`config.mk`:
```
export PLATFORM = sky130hd
export DESIGN_NAME = sar_adc_core
export DESIGN_NICKNAME = d
export VERILOG_FILES = /design/src/rtl/sar_core_pkg.sv /design/src/rtl/sar_ctrl.sv /design/src/rtl/sar_dpath.sv /design/src/rtl/sar_adc_core.sv
export SDC_FILE = /design/constraint.sdc
export NUM_CORES = 1
export LEC_CHECK = 0
export CORE_ASPECT_RATIO = 1.4
export CORE_MARGIN = 3
export CORE_UTILIZATION = 48
export DETAILED_ROUTE_END_ITERATION = 16
export DONT_BUFFER_PORTS = 1
export MAX_ROUTING_LAYER = met4
export PLACE_DENSITY = 0.72
export REMOVE_ABC_BUFFERS = 1
export SLEW_MARGIN = 20
export SYNTH_ARGS = -nofsm -noshare
export SYNTH_HDL_FRONTEND = slang
export SYNTH_SLANG_ARGS = --single-unit
```
`constraint.sdc`:
```
create_clock -name clk -period 2 [get_ports clk]
set_input_delay 0.4 -clock clk [delete_from_list [all_inputs] [get_ports clk]]
set_output_delay 0.4 -clock clk [all_outputs]
set_load 0.05 [all_outputs]
```
`src/rtl/sar_core_pkg.sv`:
```
package sar_core_pkg;

  localparam int CFG_BITS   = 7;
  localparam int CFG_FIELDS = CFG_BITS - 1;

  typedef enum logic [1:0] {
    PWR_ACTIVE = 2'd0,
    PWR_NAP    = 2'd1,
    PWR_SLEEP  = 2'd2
  } pwr_e;

  typedef struct packed {
    logic convStart;
    logic bitStep;
    logic convDone;
    logic cfgShift;
    logic cfgCommit;
    logic outLoad;
    logic outShift;
  } strobe_t;

  // first serial bit lands in the top field
  typedef struct packed {
    logic       single;
    logic       oddSign;
    logic [1:0] addr;
    logic       comSel;
    logic       unipolar;
  } cfg_t;

endpackage

```
`src/rtl/sar_ctrl.sv`:
```
module sar_ctrl
  import sar_core_pkg::*;
#(
  parameter int WIDTH    = 16,
  parameter int OVERHEAD = 3,
  parameter int IDX_W    = 4
) (
  input  logic             clk,
  input  logic             rstN,
  input  logic             csConv,
  input  logic             sck,
  input  logic             sdi,
  output strobe_t          stb,
  output logic [IDX_W-1:0] bitIdx,
  output logic             busy,
  output logic             done,
  output pwr_e             pwr
);

  localparam int TOTAL   = OVERHEAD + WIDTH;
  localparam int CNT_W   = $clog2(TOTAL);
  localparam int FCNT_W  = $clog2(CFG_BITS + 1);

  logic              csPrev, sckPrev;
  logic              busyQ, doneQ;
  logic [CNT_W-1:0]  cnt;
  logic [CNT_W-1:0]  stepNum;
  logic [FCNT_W-1:0] bitCnt;
  pwr_e              pwrQ, pwrNext;
  logic              csRise, csFall, sckRise, sckFall, lastStep;

  assign csRise   = csConv & ~csPrev;
  assign csFall   = ~csConv & csPrev;
  assign sckRise  = sck & ~sckPrev & ~csConv;
  assign sckFall  = ~sck & sckPrev & ~csConv;
  assign lastStep = busyQ && (cnt == CNT_W'(TOTAL - 1));

  assign stepNum = cnt - CNT_W'(OVERHEAD);
  assign bitIdx  = IDX_W'(CNT_W'(WIDTH - 1) - stepNum);

  always_comb begin
    stb.convStart = csRise && !busyQ && (pwrQ != PWR_SLEEP);
    stb.bitStep   = busyQ && (cnt >= CNT_W'(OVERHEAD));
    stb.convDone  = lastStep;
    stb.cfgShift  = sckRise && (bitCnt < FCNT_W'(CFG_FIELDS));
    stb.cfgCommit = sckRise && (bitCnt == FCNT_W'(CFG_FIELDS));
    stb.outLoad   = (csFall && !busyQ) || (lastStep && !csConv);
    stb.outShift  = sckFall && !stb.outLoad;
  end

  always_comb begin
    pwrNext = pwrQ;
    if (stb.cfgCommit)
      pwrNext = sdi ? PWR_SLEEP : PWR_ACTIVE;
    else if (lastStep && pwrQ != PWR_SLEEP)
      pwrNext = csConv ? PWR_NAP : PWR_ACTIVE;
    else if (pwrQ == PWR_NAP && (csFall || stb.convStart))
      pwrNext = PWR_ACTIVE;
  end

  always_ff @(posedge clk) begin
    if (!rstN) begin
      csPrev  <= 1'b1;
      sckPrev <= 1'b0;
      busyQ   <= 1'b0;
      doneQ   <= 1'b0;
      cnt     <= '0;
      bitCnt  <= '0;
      pwrQ    <= PWR_ACTIVE;
    end else begin
      csPrev  <= csConv;
      sckPrev <= sck;
      doneQ   <= lastStep;
      pwrQ    <= pwrNext;
      if (stb.convStart) begin
        busyQ <= 1'b1;
        cnt   <= '0;
      end else if (busyQ) begin
        if (lastStep) busyQ <= 1'b0;
        else          cnt   <= cnt + 1'b1;
      end
      if (csFall)
        bitCnt <= '0;
      else if (sckRise && bitCnt != FCNT_W'(CFG_BITS))
        bitCnt <= bitCnt + 1'b1;
    end
  end

  assign busy = busyQ;
  assign done = doneQ;
  assign pwr  = pwrQ;

endmodule

```
`src/rtl/sar_dpath.sv`:
```
module sar_dpath
  import sar_core_pkg::*;
#(
  parameter int WIDTH = 16,
  parameter int IDX_W = 4
) (
  input  logic             clk,
  input  logic             rstN,
  input  strobe_t          stb,
  input  logic [IDX_W-1:0] bitIdx,
  input  logic             sdi,
  input  logic             cmpKeep,
  output logic [WIDTH-1:0] dacTrial,
  output logic             sdoBit,
  output logic [2:0]       muxPos,
  output logic [2:0]       muxNeg,
  output logic             muxNegGnd,
  output logic             uniMode
);

  localparam logic [WIDTH-1:0] MSB_MASK = {1'b1, {(WIDTH-1){1'b0}}};
  localparam logic [WIDTH-1:0] ONE      = {{(WIDTH-1){1'b0}}, 1'b1};

  logic [WIDTH-1:0]      sarQ, resQ, outQ;
  logic [WIDTH-1:0]      bitMask, trial, sarNext, resNext;
  logic                  uniConv;
  logic [CFG_FIELDS-1:0] cfgSh;
  cfg_t                  cfgQ;

  assign bitMask  = ONE << bitIdx;
  assign trial    = sarQ | bitMask;
  assign sarNext  = (stb.bitStep && cmpKeep) ? trial : sarQ;
  assign resNext  = uniConv ? sarNext : (sarNext ^ MSB_MASK);
  assign dacTrial = stb.bitStep ? trial : sarQ;
  assign sdoBit   = outQ[WIDTH-1];

  always_ff @(posedge clk) begin
    if (!rstN) begin
      sarQ    <= '0;
      resQ    <= '0;
      outQ    <= '0;
      uniConv <= 1'b0;
      cfgSh   <= '0;
      cfgQ    <= '0;
    end else begin
      if (stb.convStart) begin
        sarQ    <= '0;
        uniConv <= cfgQ.unipolar;
      end else if (stb.bitStep) begin
        sarQ <= sarNext;
      end
      if (stb.convDone) resQ <= resNext;
      if (stb.cfgShift)  cfgSh <= {cfgSh[CFG_FIELDS-2:0], sdi};
      if (stb.cfgCommit) cfgQ  <= cfg_t'(cfgSh);
      if (stb.outLoad)
        outQ <= stb.convDone ? resNext : resQ;
      else if (stb.outShift)
        outQ <= {outQ[WIDTH-2:0], 1'b0};
    end
  end

  always_comb begin
    if (cfgQ.single) begin
      muxPos    = {cfgQ.oddSign, cfgQ.addr};
      muxNeg    = cfgQ.comSel ? 3'd7 : 3'd0;
      muxNegGnd = ~cfgQ.comSel;
    end else begin
      muxPos    = {cfgQ.addr, cfgQ.oddSign};
      muxNeg    = {cfgQ.addr, ~cfgQ.oddSign};
      muxNegGnd = 1'b0;
    end
    uniMode = cfgQ.unipolar;
  end

endmodule

```
`src/rtl/sar_adc_core.sv`:
```
module sar_adc_core
  import sar_core_pkg::*;
#(
  parameter int WIDTH    = 16,
  parameter int OVERHEAD = 3
) (
  input  logic             clk,
  input  logic             rstN,
  input  logic             csConv,
  input  logic             sck,
  input  logic             sdi,
  input  logic             cmpKeep,
  output logic             sdo,
  output logic             sdoOe,
  output logic [WIDTH-1:0] dacTrial,
  output logic             convBusy,
  output logic             resultDone,
  output logic [1:0]       pwrState,
  output logic [2:0]       muxPos,
  output logic [2:0]       muxNeg,
  output logic             muxNegGnd,
  output logic             uniMode
);

  localparam int IDX_W = $clog2(WIDTH);

  strobe_t          stb;
  logic [IDX_W-1:0] bitIdx;
  logic             sdoBit;
  pwr_e             pwr;

  sar_ctrl #(.WIDTH(WIDTH), .OVERHEAD(OVERHEAD), .IDX_W(IDX_W)) u_ctrl (
    .clk    (clk),
    .rstN   (rstN),
    .csConv (csConv),
    .sck    (sck),
    .sdi    (sdi),
    .stb    (stb),
    .bitIdx (bitIdx),
    .busy   (convBusy),
    .done   (resultDone),
    .pwr    (pwr)
  );

  sar_dpath #(.WIDTH(WIDTH), .IDX_W(IDX_W)) u_dpath (
    .clk       (clk),
    .rstN      (rstN),
    .stb       (stb),
    .bitIdx    (bitIdx),
    .sdi       (sdi),
    .cmpKeep   (cmpKeep),
    .dacTrial  (dacTrial),
    .sdoBit    (sdoBit),
    .muxPos    (muxPos),
    .muxNeg    (muxNeg),
    .muxNegGnd (muxNegGnd),
    .uniMode   (uniMode)
  );

  assign sdoOe    = ~csConv;
  assign sdo      = sdoOe & sdoBit;
  assign pwrState = pwr;

endmodule

```
==> results.toml <==
[run_status]
outcome = "finished, violations left"
violations = "negative setup slack"

[route]
vias = 3185
remaining_drc_errors = 0
ant_nets = 0
drt-wirelength-per-cell_um = 16.3
first_iter_violations = 240
totalWireLength_um = 9140
avgViaCountPerCell = 5.69
drt_first_pass_iters = 5

[clocking]
cts_buffer_depth = 2
numClockSinks = 75
cts_tree = "yes"
clk_pin_slew_ns = 0.07
clock_latency_ns = 0.36
cts_buffers = 9
cts_root_buffer = "clkbuf_8"
htreeDepth = 3

[worst_setup_path]
start_kind = "register"
crit_path_end_kind = "primary output"
critical_path_required_ns = 1.60
cp_slowest_cell = "dfxtp_4"
cp_data_arrival_time_ns = 1.83
path_cells = "a21oi_4 > mux2i_2 > nand2_2 > nor2_4 > a21o_1 > buf_12"
path_class = "register to primary output"
cp_max_fo = 6
r2r_setup_slack_ns = 0.09
slowest_delay_ns = 0.39

[sta]
final-setup-viol-count = 16
worst_slack_ns = -0.234
max-slew-margin-rel_pct = 53.4
fin_skew_ns = 0.00780
fin_crit_ns = 2.23
fin_crit_sh_pct = 112
hold_viol = 0
rsz0062_at_grt = "yes"
tightest_slew_ns = 0.698
drv_slew = 0
max_freq_ghz = 0.448

[floorplanning]
start_util_pct = 50.4
num_rows = 36
ios = 36
die_w_um = 78.8
dieHeight_um = 108
core-area_mm2 = 0.00707
die_area_mm2 = 0.00851

[yosys]
synth-edff-count = 0
yosysUniqueCellTypes = 54
synth_ff_type = "dfxtp_1"
ys_warn_count = 0
syn-cell-area_mm2 = 0.00357
syn_area_per_cell_um2 = 8.49
syn_inst = 420
muxShareOfSynthArea_pct = 4.63
synth_compound_area_share_pct = 21.0
synth_simple_gate_area_share_pct = 21.4
async_reset_ff_share_pct = 0
synth_xor_area_share_pct = 2.46
synth_top_area_share_pct = 42.1
synth_top_family_by_area = "simple AND/OR/NAND/NOR gates"
synth_top_cell_by_area = "dfxtp_1"
synth_area_leaders = "dfxtp_1, nor2_1, nand2_1"
ys_seq_area_share_pct = 42.1
synth_seq_cells = 75
synthAdderAreaFrac_pct = 2.81

[layout]
area_growth_pct = 24.5
nets = 474
n_fill_cell = 601
stdcell_area_mm2 = 0.00444
drive_above_1_share_pct = 22.6
fin_cells = 560
num_antenna_cells = 0

[min_path]
worstHoldPathType = "input port to register"

[global_routing]
grt_pass1_vias = 3257
grtUsageTotal_pct = 23.1
grt_max_degree = 33
gr-total-overflow = 0
grt_pass1_wl_um = 15000
antenna_found_initial = 0

[power_and_ir_drop]
p_leak_nw = 1.92
p_total_mw = 2.76
cellPowerDensity_mw_per_mm2 = 621
peakVddDrop_mv = 0.445

[placement]
place_ws_ns = -0.142
dpl.cell_count = 541
io_buffers = 0
dpl_cell_area_mm2 = 0.00413
gp_congestion = 0.890
dp.final_hpwl_um = 6370

[job]
maxCapViolCount = 0
## worst max-delay path: cells and delay by family, from the launching register on
kind | cells | cell delay [ns]
AO/OA/AOI/OAI | 2 | 0.38
buffers and inverters | 1 | 0.15
flip-flops | 1 | 0.39
multiplexers | 1 | 0.27
AND/OR/NAND/NOR | 2 | 0.29
## path summary, 6_finish.rpt
| kind | startpoint | to | depth (start not counted) |
|---|---|---|---|
| setup / recovery | u_ctrl.cnt[1]$_SDFFE_PP0P_ | dacTrial[6] | 6 |
| hold reg to reg | u_dpath.outQ[0]$_SDFFE_PN0P_ | u_dpath.outQ[0]$_SDFFE_PN0P_ | 2 |
| hold / removal | rstN | u_ctrl.csPrev$_SDFF_PN1_ | 1 |
| setup reg to reg | u_ctrl.cnt[1]$_SDFFE_PP0P_ | u_dpath.outQ[1]$_SDFFE_PN0P_ | 7 |
## state kept, by name, indices dropped and copies added, names as in the netlist
signal / flops
u_ctrl.csPrev: 1
u_ctrl.sckPrev: 1
u_ctrl.done: 1
u_dpath.cfgQ: 5
u_dpath.resQ: 16
u_ctrl.bitCnt: 3
u_ctrl.pwr: 2
u_ctrl.cnt: 5
u_dpath.uniConv: 1
u_dpath.cfgSh: 6
u_dpath.uniMode: 1
u_ctrl.busy: 1
u_dpath.sarQ: 16
u_dpath.outQ: 16
## cell usage in the layout (no fill, tap or decap), types with 4 or more instances in the layout
cell        n
a211oi_1    4
o2bb2ai_1   4
a31oi_1    11
nand4_1     4
nand3_1    13
clkbuf_8    9
inv_1      11
xnor2_1     6
buf_4      38
nor3_1      9
mux2i_1    14
o21ai_0    17
nand2_1    47
buf_12     17
o211a_1     6
dfxtp_1    72
nor2_4      5
a21oi_1    33
a21o_1     16
and2_1     10
nor2_1     56
## synth_stat cells, drive strengths merged (2+ instances only)
cell and number:
a211oi 5, a21o 16, a21oi 34, a311oi 3, a31oi 12, and2 12
and3 3, buf 15, clkbuf 11, dfxtp 75, ha 8, inv 12
mux2i 15, nand2 49, nand3 13, nand4 4, nor2 62, nor2b 2
nor3 10, nor3b 2, o211a 6, o21a 2, o21ai 18, o2bb2ai 4
or3 2, xnor2 8, xor2 2
## where the power goes
| part | switching (mW) | internal (mW) |
|---|---|---|
| combinational | 0.124 | 0.0779 |
| sequential | 0.0217 | 1.52 |
| clock | 0.564 | 0.452 |
## repair_timing
| item | in CTS | in global routing |
|---|---|---|
| endpoints found under the hold margin | 0 | 0 |
| gates resized for setup | 20 | 10 |
| endpoints found under the setup margin | 29 | 43 |
| hold buffers | 0 | 0 |
| setup buffers | 3 | 0 |
| pin swaps | 14 | 13 |
## kinds of logic after synthesis
| kind of cell | count (synthesis) |
|---|---|
| muxes | 16 |
| buffers and inverters | 38 |
| adders and majority gates | 8 |
| xor gates and xnor gates | 10 |
| AOI/OAI and AO/OA | 109 |
| and+or+nand+nor | 164 |
| DFF | 75 |
## final cells by class
| class | count | area, um^2 | share of cell area (%) |
|---|---|---|---|
| clock buffers | 12 | 135 | 3.04 |
| flip-flops and latches | 75 | 1510 | 34.1 |
| well taps | 95 | 119 | 2.68 |
| repair buffers | 55 | 626 | 14.1 |
| multi-input cells | 307 | 1980 | 44.5 |
| inverters | 12 | 45.0 | 1.01 |
| clock inverters | 4 | 27.5 | 0.620 |
## per-stage QoR
stage / setup TNS [ns] / hold WS (ns) / utilization (%)
5_1_grt: -3.80 / 0.133 / 62.8
2_1_floorplan: -13.86 / 0.441 / -
3_5_place_dp: -1.59 / 0.458 / 58.4
3_3_place_gp: -0.595 / 0.452 / 58.4
4_1_cts: -2.81 / 0.116 / 62.0
6_report: -2.99 / 0.131 / 62.8
## metal layers
metal	global-route usage [%]	vias up	part of all wire [%]
met2	40.2	104	52
met5	-	-	0
met4	9.83	0	3.7
met1	25.7	1519	40
met3	4.58	30	5.1
li1	-	1532	-
(Power assumes the default switching activity.)
